--- config.mk ---
export PLATFORM = sky130hd
export DESIGN_NAME = serial_bank_mapper
export DESIGN_NICKNAME = d
export VERILOG_FILES = /design/src/rtl/serial_bank_mapper.sv
export SDC_FILE = /design/constraint.sdc
export NUM_CORES = 1
export LEC_CHECK = 0
export BUFFER_PORTS_ARGS = -buffer_cell sky130_fd_sc_hd__buf_2
export CORE_MARGIN = 8
export CORE_UTILIZATION = 54
export DETAILED_ROUTE_END_ITERATION = 8
export GPL_ROUTABILITY_DRIVEN = 0
export PLACE_DENSITY = 0.79
export SYNTH_ARGS = -nofsm -noshare
export SYNTH_HDL_FRONTEND = slang
export SYNTH_SLANG_ARGS = --single-unit
--- constraint.sdc ---
create_clock -name clk -period 9.5 [get_ports clk]
set_clock_uncertainty 0.2 [all_clocks]
set_input_delay 0.475 -clock clk [delete_from_list [all_inputs] [get_ports clk]]
set_output_delay 0.475 -clock clk [all_outputs]
set_load 0.02 [all_outputs]
--- src/rtl/serial_bank_mapper.sv ---
module serial_bank_mapper #(
  parameter int PRG_KB      = 512,
  parameter int CHR_KB      = 128,
  parameter int WRAM_KB     = 16,
  parameter bit WRAM_ALWAYS = 1'b0,
  parameter int CYC_W       = 16,
  localparam int PRG_W = $clog2(PRG_KB / 16),
  localparam int CHR_W = $clog2(CHR_KB / 4)
) (
  input  logic             clk,
  input  logic             rst_n,
  input  logic             wr_stb,
  input  logic [1:0]       wr_sel,
  input  logic [7:0]       wr_data,
  input  logic [CYC_W-1:0] cyc_cnt,
  input  logic [7:0]       ram_rdata,
  input  logic [7:0]       open_bus,
  output logic [PRG_W-1:0] prg_lo_bank,
  output logic [PRG_W-1:0] prg_hi_bank,
  output logic [CHR_W-1:0] chr_lo_bank,
  output logic [CHR_W-1:0] chr_hi_bank,
  output logic [1:0]       mirror_mode,
  output logic             wram_en,
  output logic             wram_bank,
  output logic [7:0]       cpu_rdata
);

  logic [4:0]       ctrl_q, chra_q, chrb_q, prg_q, buf_q;
  logic [2:0]       cnt_q;
  logic [CYC_W-1:0] rst_cyc_q;
  logic             rst_seen_q;

  logic [CYC_W-1:0] since_rst;
  logic             accept, take_rst, take_bit, commit;
  logic [4:0]       full;

  assign since_rst = cyc_cnt - rst_cyc_q;
  assign accept    = wr_stb && !(rst_seen_q && since_rst < CYC_W'(2));
  assign take_rst  = accept && wr_data[7];
  assign take_bit  = accept && !wr_data[7];
  assign commit    = take_bit && cnt_q == 3'd4;
  assign full      = {wr_data[0], buf_q[3:0]};

  always_ff @(posedge clk or negedge rst_n) begin
    if (!rst_n) begin
      ctrl_q     <= 5'h1F;
      chra_q     <= '0;
      chrb_q     <= '0;
      prg_q      <= '0;
      buf_q      <= '0;
      cnt_q      <= '0;
      rst_cyc_q  <= '0;
      rst_seen_q <= 1'b0;
    end else if (take_rst) begin
      buf_q      <= '0;
      cnt_q      <= '0;
      ctrl_q     <= ctrl_q | 5'h0C;
      rst_cyc_q  <= cyc_cnt;
      rst_seen_q <= 1'b1;
    end else if (commit) begin
      case (wr_sel)
        2'd0:    ctrl_q <= full;
        2'd1:    chra_q <= full;
        2'd2:    chrb_q <= full;
        default: prg_q  <= full;
      endcase
      buf_q <= '0;
      cnt_q <= '0;
    end else if (take_bit) begin
      buf_q[cnt_q[1:0]] <= wr_data[0];
      cnt_q <= cnt_q + 3'd1;
    end
  end

  logic [4:0] prg_lo_raw, prg_hi_raw, chr_lo_raw, chr_hi_raw;
  logic       outer;

  assign outer = chra_q[4];

  always_comb begin
    case (ctrl_q[3:2])
      2'b11: begin
        prg_lo_raw = {outer, prg_q[3:0]};
        prg_hi_raw = {outer, 4'hF};
      end
      2'b10: begin
        prg_lo_raw = {outer, 4'h0};
        prg_hi_raw = {outer, prg_q[3:0]};
      end
      default: begin
        prg_lo_raw = {outer, prg_q[3:1], 1'b0};
        prg_hi_raw = {outer, prg_q[3:1], 1'b1};
      end
    endcase
  end

  assign chr_lo_raw = ctrl_q[4] ? chra_q : {chra_q[4:1], 1'b0};
  assign chr_hi_raw = ctrl_q[4] ? chrb_q : {chra_q[4:1], 1'b1};

  assign prg_lo_bank = prg_lo_raw[PRG_W-1:0];
  assign prg_hi_bank = prg_hi_raw[PRG_W-1:0];
  assign chr_lo_bank = chr_lo_raw[CHR_W-1:0];
  assign chr_hi_bank = chr_hi_raw[CHR_W-1:0];
  assign mirror_mode = ctrl_q[1:0];

  assign wram_en   = WRAM_ALWAYS ? 1'b1 : !prg_q[4];
  assign wram_bank = (WRAM_KB > 8) ? (ctrl_q[4] ? chra_q[4] : chra_q[3]) : 1'b0;
  assign cpu_rdata = wram_en ? ram_rdata : open_bus;

  assert_five_commit_R2: assert property (@(posedge clk) disable iff (!rst_n)
    (take_bit && cnt_q == 3'd4) |=> cnt_q == 3'd0);

  assert_shift_step_R2: assert property (@(posedge clk) disable iff (!rst_n)
    (take_bit && cnt_q < 3'd4) |=> cnt_q == $past(cnt_q) + 3'd1);

  assert_reset_write_R3: assert property (@(posedge clk) disable iff (!rst_n)
    take_rst |=> (ctrl_q[3:2] == 2'b11 && cnt_q == 3'd0 && $stable(mirror_mode)));

  assert_drop_close_R4: assert property (@(posedge clk) disable iff (!rst_n)
    (wr_stb && !accept) |=> ($stable(cnt_q) && $stable(ctrl_q) && $stable(prg_q)
                             && $stable(chra_q) && $stable(chrb_q)));

  assert_pair_R7: assert property (@(posedge clk) disable iff (!rst_n)
    !ctrl_q[3] |-> prg_hi_bank == (prg_lo_bank | PRG_W'(1)));

  assert_chr8k_R9: assert property (@(posedge clk) disable iff (!rst_n)
    !ctrl_q[4] |-> chr_hi_bank == (chr_lo_bank | CHR_W'(1)));

  assert_open_bus_R11: assert property (@(posedge clk) disable iff (!rst_n)
    (!WRAM_ALWAYS && prg_q[4]) |-> cpu_rdata == open_bus);

endmodule

[Word level (Yosys, flattened, before mapping)]
Cells that the tools add are included.
Cells by class
  add/subtract/negate cells: 2
  mux-type cells: 18
  order comparisons: 3
  equal/unequal tests: 5
  reduce and logical (&&, ||, !) cells: 19
  bitwise operators: 2
Operators with widths (number)
  2-to-1 mux 5 bit: 4
  < comparator 16 x 2 -> 1 bit, second input constant: 1
  one-hot mux 4 bit (2 select lines): 2
  subtractor 16 bit: 1
  2-to-1 mux 4 bit: 3
  AND reduction 3 bit: 4
  2-to-1 mux 3 bit: 3
  2-to-1 mux 8 bit: 1
  == test 2 bit, second input constant: 3
  logical AND 1 bit: 6
  bitwise mux 5 bit: 1
  < comparator 2 x 4 -> 1 bit, second input constant: 1
  nonzero test 2 bit: 2
  adder 3 x 1 -> 3 bit, second input constant: 1
  == test 3 bit, second input constant: 1
  logical NOT 1 bit: 3
  2-to-1 mux 1 bit: 3
  nonzero test 3 bit: 1
  OR reduction 3 bit: 1
  demux 1 bit (select 2 bit): 1
  == test 2 x 1 -> 1 bit, second input constant: 1
  >= comparator 2 x 1 -> 1 bit, second input constant: 1
  logical NOT 2 bit: 1
  inverter 1 bit: 2
  AND reduction 2 bit: 1
Storage, ports and cells
  flip-flop bits (word level): 45
  word-level logic and storage cells: 58
  bits of input ports: 45
  output and inout port bits: 32

[Logic depth before layout (Yosys ltp)]
  depth in word-level cells: 9
  mapped depth: 13
  depth with buffers taken out: 10

[Least setup slack after synthesis]
OpenSTA, ideal clock, no wires.
  path kind: input -> register
  from: in cyc_cnt[4]
  to: reg chrb_q[0]
  data arrival time: 3235 ps
  path slack: 5933 ps
  buffers on the path: 1
  library setup time: 131 ps
  required time: 9169 ps
  cell stages on the path: 10
  path through: ha_1 > a211o_1 > a21o_1 > a211oi_1 > o21bai_1 > or3_1 > a2111o_1 > buf_1 > mux2i_1 > or3_1
Between the ends
  longest elaborated chain between the ends: 8
  elaborated cells between the ends (all ways): 10
  classes of those cells: add/sub (1); order compare (1); bitwise (1); reduce/logical (7)
Ends and longest elaborated chain
  start: declaration: RTL line 15  | input logic [CYC_W-1:0] cyc_cnt,
  subtractor 16 bit *: RTL line 37  | assign since_rst = cyc_cnt - rst_cyc_q;
  < comparator 16 x 2 -> 1 bit *: RTL line 38  | assign accept = wr_stb && !(rst_seen_q && since_rst < CYC_W'(2));
  logical AND 1 bit *: RTL line 38
  logical NOT 1 bit *: RTL line 38
  logical AND 1 bit *: RTL line 38
  logical AND 1 bit, on equally long branches: RTL line 40, 39
  logical AND 1 bit / inverter 1 bit (equally long branches)
  AND reduction 3 bit (no source line) *
  end signal: assignment: RTL line 64  | 2'd2: chrb_q <= full;
  end: declaration: RTL line 28  | logic [4:0] ctrl_q, chra_q, chrb_q, prg_q, buf_q;
Every way passes the cells marked *; elsewhere a longest branch is shown, timed or not.
A chain may end at the register's enable or synchronous reset.

[Worst setup path after layout]
  from: reg rst_cyc_q[4]
  to: reg rst_cyc_q[14]
Between the ends
  longest elaborated chain between the ends: 6
Ends and longest elaborated chain
  start: declaration: RTL line 30  | logic [CYC_W-1:0] rst_cyc_q;
  start signal: assignment: RTL line 58  | rst_cyc_q <= cyc_cnt;
  subtractor 16 bit: RTL line 37
  < comparator 16 x 2 -> 1 bit: RTL line 38
  logical AND 1 bit: RTL line 38
  logical NOT 1 bit: RTL line 38
  logical AND 1 bit: RTL line 38
  logical AND 1 bit: RTL line 39  | assign take_rst = accept && wr_data[7];
Every way passes these cells.

==> key figures <==
Global route
  – Initial antenna violation count: 0
  – Global-route wire length before repair: 14900 um
  – Largest net degree at the start of global routing: 46
  – GRT Total Usage: 18.2%
  – Total congestion overflow: 0
  – Number of global-route vias before repair: 3202

Clock network
  – Post-CTS sizing: 0
  – Root buffer selected by CTS: clkbuf_8
  – Max clock buf depth: 2
  – Clock sink total: 44
  – Hold bufs inserted after CTS: 0
  – Clock-pin slew on the worst setup and hold paths: 90 ps
  – CTS tree: built
  – CTS Buf Count: 5
  – # H-tree levels: 2
  – Clock Latency Late Sink: 300 ps
  – Post-CTS Repair Setup Buffers: 0

Setup path
  – Worst-path maximum fanout: 31
  – Delay-heaviest family, CP: compound AO/OA/AOI/OAI gates
  – Slowest-stage cell, CP: o211a_1
  – Startpoint Class: flip-flop
  – WP depth: 11
  – Cell breakdown of the critical path: inv_1 > ha_1 > a211o_1 > a21o_1 > a211oi_1 > o21bai_1 > or3_1 > a2111o_1 > buf_4 > o211a_1 > mux2_4
  – Critical path's largest stage delay: 600 ps
  – WS Path Type: flip-flop to flip-flop
  – Buffers & Inverters on Critical Path: 2
  – CP Capture Type: flip-flop
  – WP data arrival: 4090 ps
  – Worst Reg2Reg Path Length in Cells: 11
  – Required @ worst endpoint: 9480 ps

Floorplan
  – Initial Utilization: 54.8%
  – I/O pins: 77
  – Die ar.: 0.00966 sq mm
  – Die extent in x: 98.3 um
  – Core box area: 0.00668 sq mm
  – # rows: 30
  – Die Height: 98.3 um

Timing
  – Max-slew violations: 0
  – Setup TNS: 0 ps
  – Final worst slack: 5390 ps
  – Slew Limit Headroom: 23.6%
  – Fmax: 243 MHz
  – Final setup violation count: 0
  – Worst slew pin tran: 1140 ps
  – RSZ-0062 raised after global routing: false
  – Final Critical Period: 4110 ps
  – Final period util: 43.3%
  – Final hold vios: 0

Placed design
  – Placed inst area: 0.00398 sq mm
  – PortBufs: 70
  – DP Worst Slack: 5210 ps
  – Placed wire-length estimate: 6340 um

Drt
  – 1st-pass router iterations: 5
  – DRC errors left: 0
  – Routed vias: 3310
  – Drt total wl: 8830 um
  – Initial DRC count: 240
  – Antenna Violating Nets Remaining: 0
  – Drt wl/cell: 16.0 um
  – DR vias/cell: 6.00

Synthesis
  – Mapped Cells: 423
  – Mapped Nets: 487
  – Synth Cell Area: 0.00366 sq mm
  – Mapped Avg Cell Area: 8.65 sq um
  – Post-synth ARST share: 100%
  – Yosys warns: 0
  – Main flop type after synthesis: dfrtp_1
  – Unique masters post-synth: 54
  – Sequential area share after synthesis: 30.3%
  – Yosys reg bits: 44
  – EDFF count, synth: 0

Cells and area
  – Finished Cell Area: 0.00407 sq mm
  – # fillers: 587
  – Ant diodes: 0
  – Ratio of cells with drive above 1 in the final layout: 25.2%
  – Final nets: 535
  – Area grow syn2layout: 11.1%
  – Register Area: 0.00111 sq mm
  – Area of the multi-input gates: 0.00230 sq mm

Run
  – Max Cap Violations: 0

Min path
  – Worst min-delay path class: input port to asynchronous set/reset pin

Pwr
  – Max VDD drop: 0.0780 mV
  – Lkg Pwr: 0.00202 uW
  – Pwr Density: 158 mW/mm^2

Run status
  – Status: finished clean
-- worst register-to-register path, delay by kind of cell (launching register included) --
kind	cells	cell delay [ps]
AO/OA/AOI/OAI	6	1970
adder cells (fa/ha/maj)	1	370
buffers and inverters	2	300
flip-flops	1	350
multiplexers	1	440
AND/OR/NAND/NOR	1	360
-- logic make-up (layout without fill, tap and decap cells) --
family | after synthesis | after routing | share of synthesized area (%)
simple gates | 150 | 150 | 21.3
fa+ha+maj | 19 | 19 | 6.70
compound gates | 105 | 105 | 20.1
xor+xnor | 7 | 7 | 1.68
buf+inv | 57 | 106 | 6.98
flops | 44 | 44 | 30.3
mux | 41 | 41 | 13.0
-- placed cells by master, fill, tap and decap left out, types with 8 or more instances in the layout --
master,count
ha_1,18
nand2_1,45
inv_1,25
a21o_1,14
mux2i_1,14
nand2b_1,8
mux2_4,8
a21boi_0,12
dfrtp_1,39
o21ai_0,13
mux2_2,19
a21oi_1,18
buf_2,70
nand3_1,20
nor2_1,20
or3_1,17
-- registers in the layout (all words and copies together), names as in the netlist --
register,flops
ctrl_q,5
chrb_q,5
rst_cyc_q,16
rst_seen_q,1
cnt_q,3
buf_q,4
chra_q,5
prg_q,5
-- path summary, 6_finish.rpt --
check	slack (ps)	from	endpoint
worst max-delay path	5390	rst_cyc_q[4]	rst_cyc_q[14]
worst min-delay path	140	rst_n	rst_cyc_q[8]
worst max register to register	5390	rst_cyc_q[4]	rst_cyc_q[14]
worst min register to register	270	rst_seen_q	rst_seen_q
max in group asynchronous	8300	rst_n	rst_cyc_q[11]
min in group clk	220	cyc_cnt[0]	rst_cyc_q[0]
-- per-layer routing --
metal  wire [um]  GRT usage, %  up-vias
li1            -             -     1609
met1        3880          23.0     1571
met2        4180          29.8      118
met3         653          4.77       12
met4         123          5.08        0
met5           0             0        -
-- layout make-up --
class / instances / share of cell area, %
Clock buffer: 5 / 1.69
Multi-Input combinational cell: 322 / 56.7
Sequential cell: 44 / 27.2
Tap cell: 80 / 2.46
Clock inverter: 3 / 0.462
Inverter: 25 / 2.31
Timing Repair Buffer: 73 / 9.17
-- metrics by stage --
stage | hold WS (ps) | power (uW) | utilization [%] | instances
floorplan | -20.6 | 450 | - | 423
global placement | 249 | 514 | 59.5 | 544
detailed placement | 253 | 524 | 59.5 | 544
CTS | 183 | 646 | 60.8 | 552
global route | 206 | 686 | 60.8 | 552
finish | 140 | 644 | 60.8 | 552
-- cells in the mapped netlist (8+ instances only) --
cell type,n,area share [%]
nand2_1,45,4.6
dfrtp_1,39,27
inv_1,25,2.6
clkbuf_1,21,2.2
nand3_1,20,2.7
nor2_1,20,2.1
mux2_2,19,5.8
a21oi_1,18,2.5
ha_1,18,6.2
or3_1,17,2.9
a21o_1,14,2.9
mux2i_1,14,3.8
o21ai_0,13,1.8
a21boi_0,12,2.5
buf_4,9,1.8
mux2_4,8,3.3
nand2b_1,8,1.4
-- report_power, final --
group          internal (uW)  switching [uW]
sequential               214            29.7
combinational            117             162
clock                   51.4            69.4
Power figures use the tool's default switching activity.
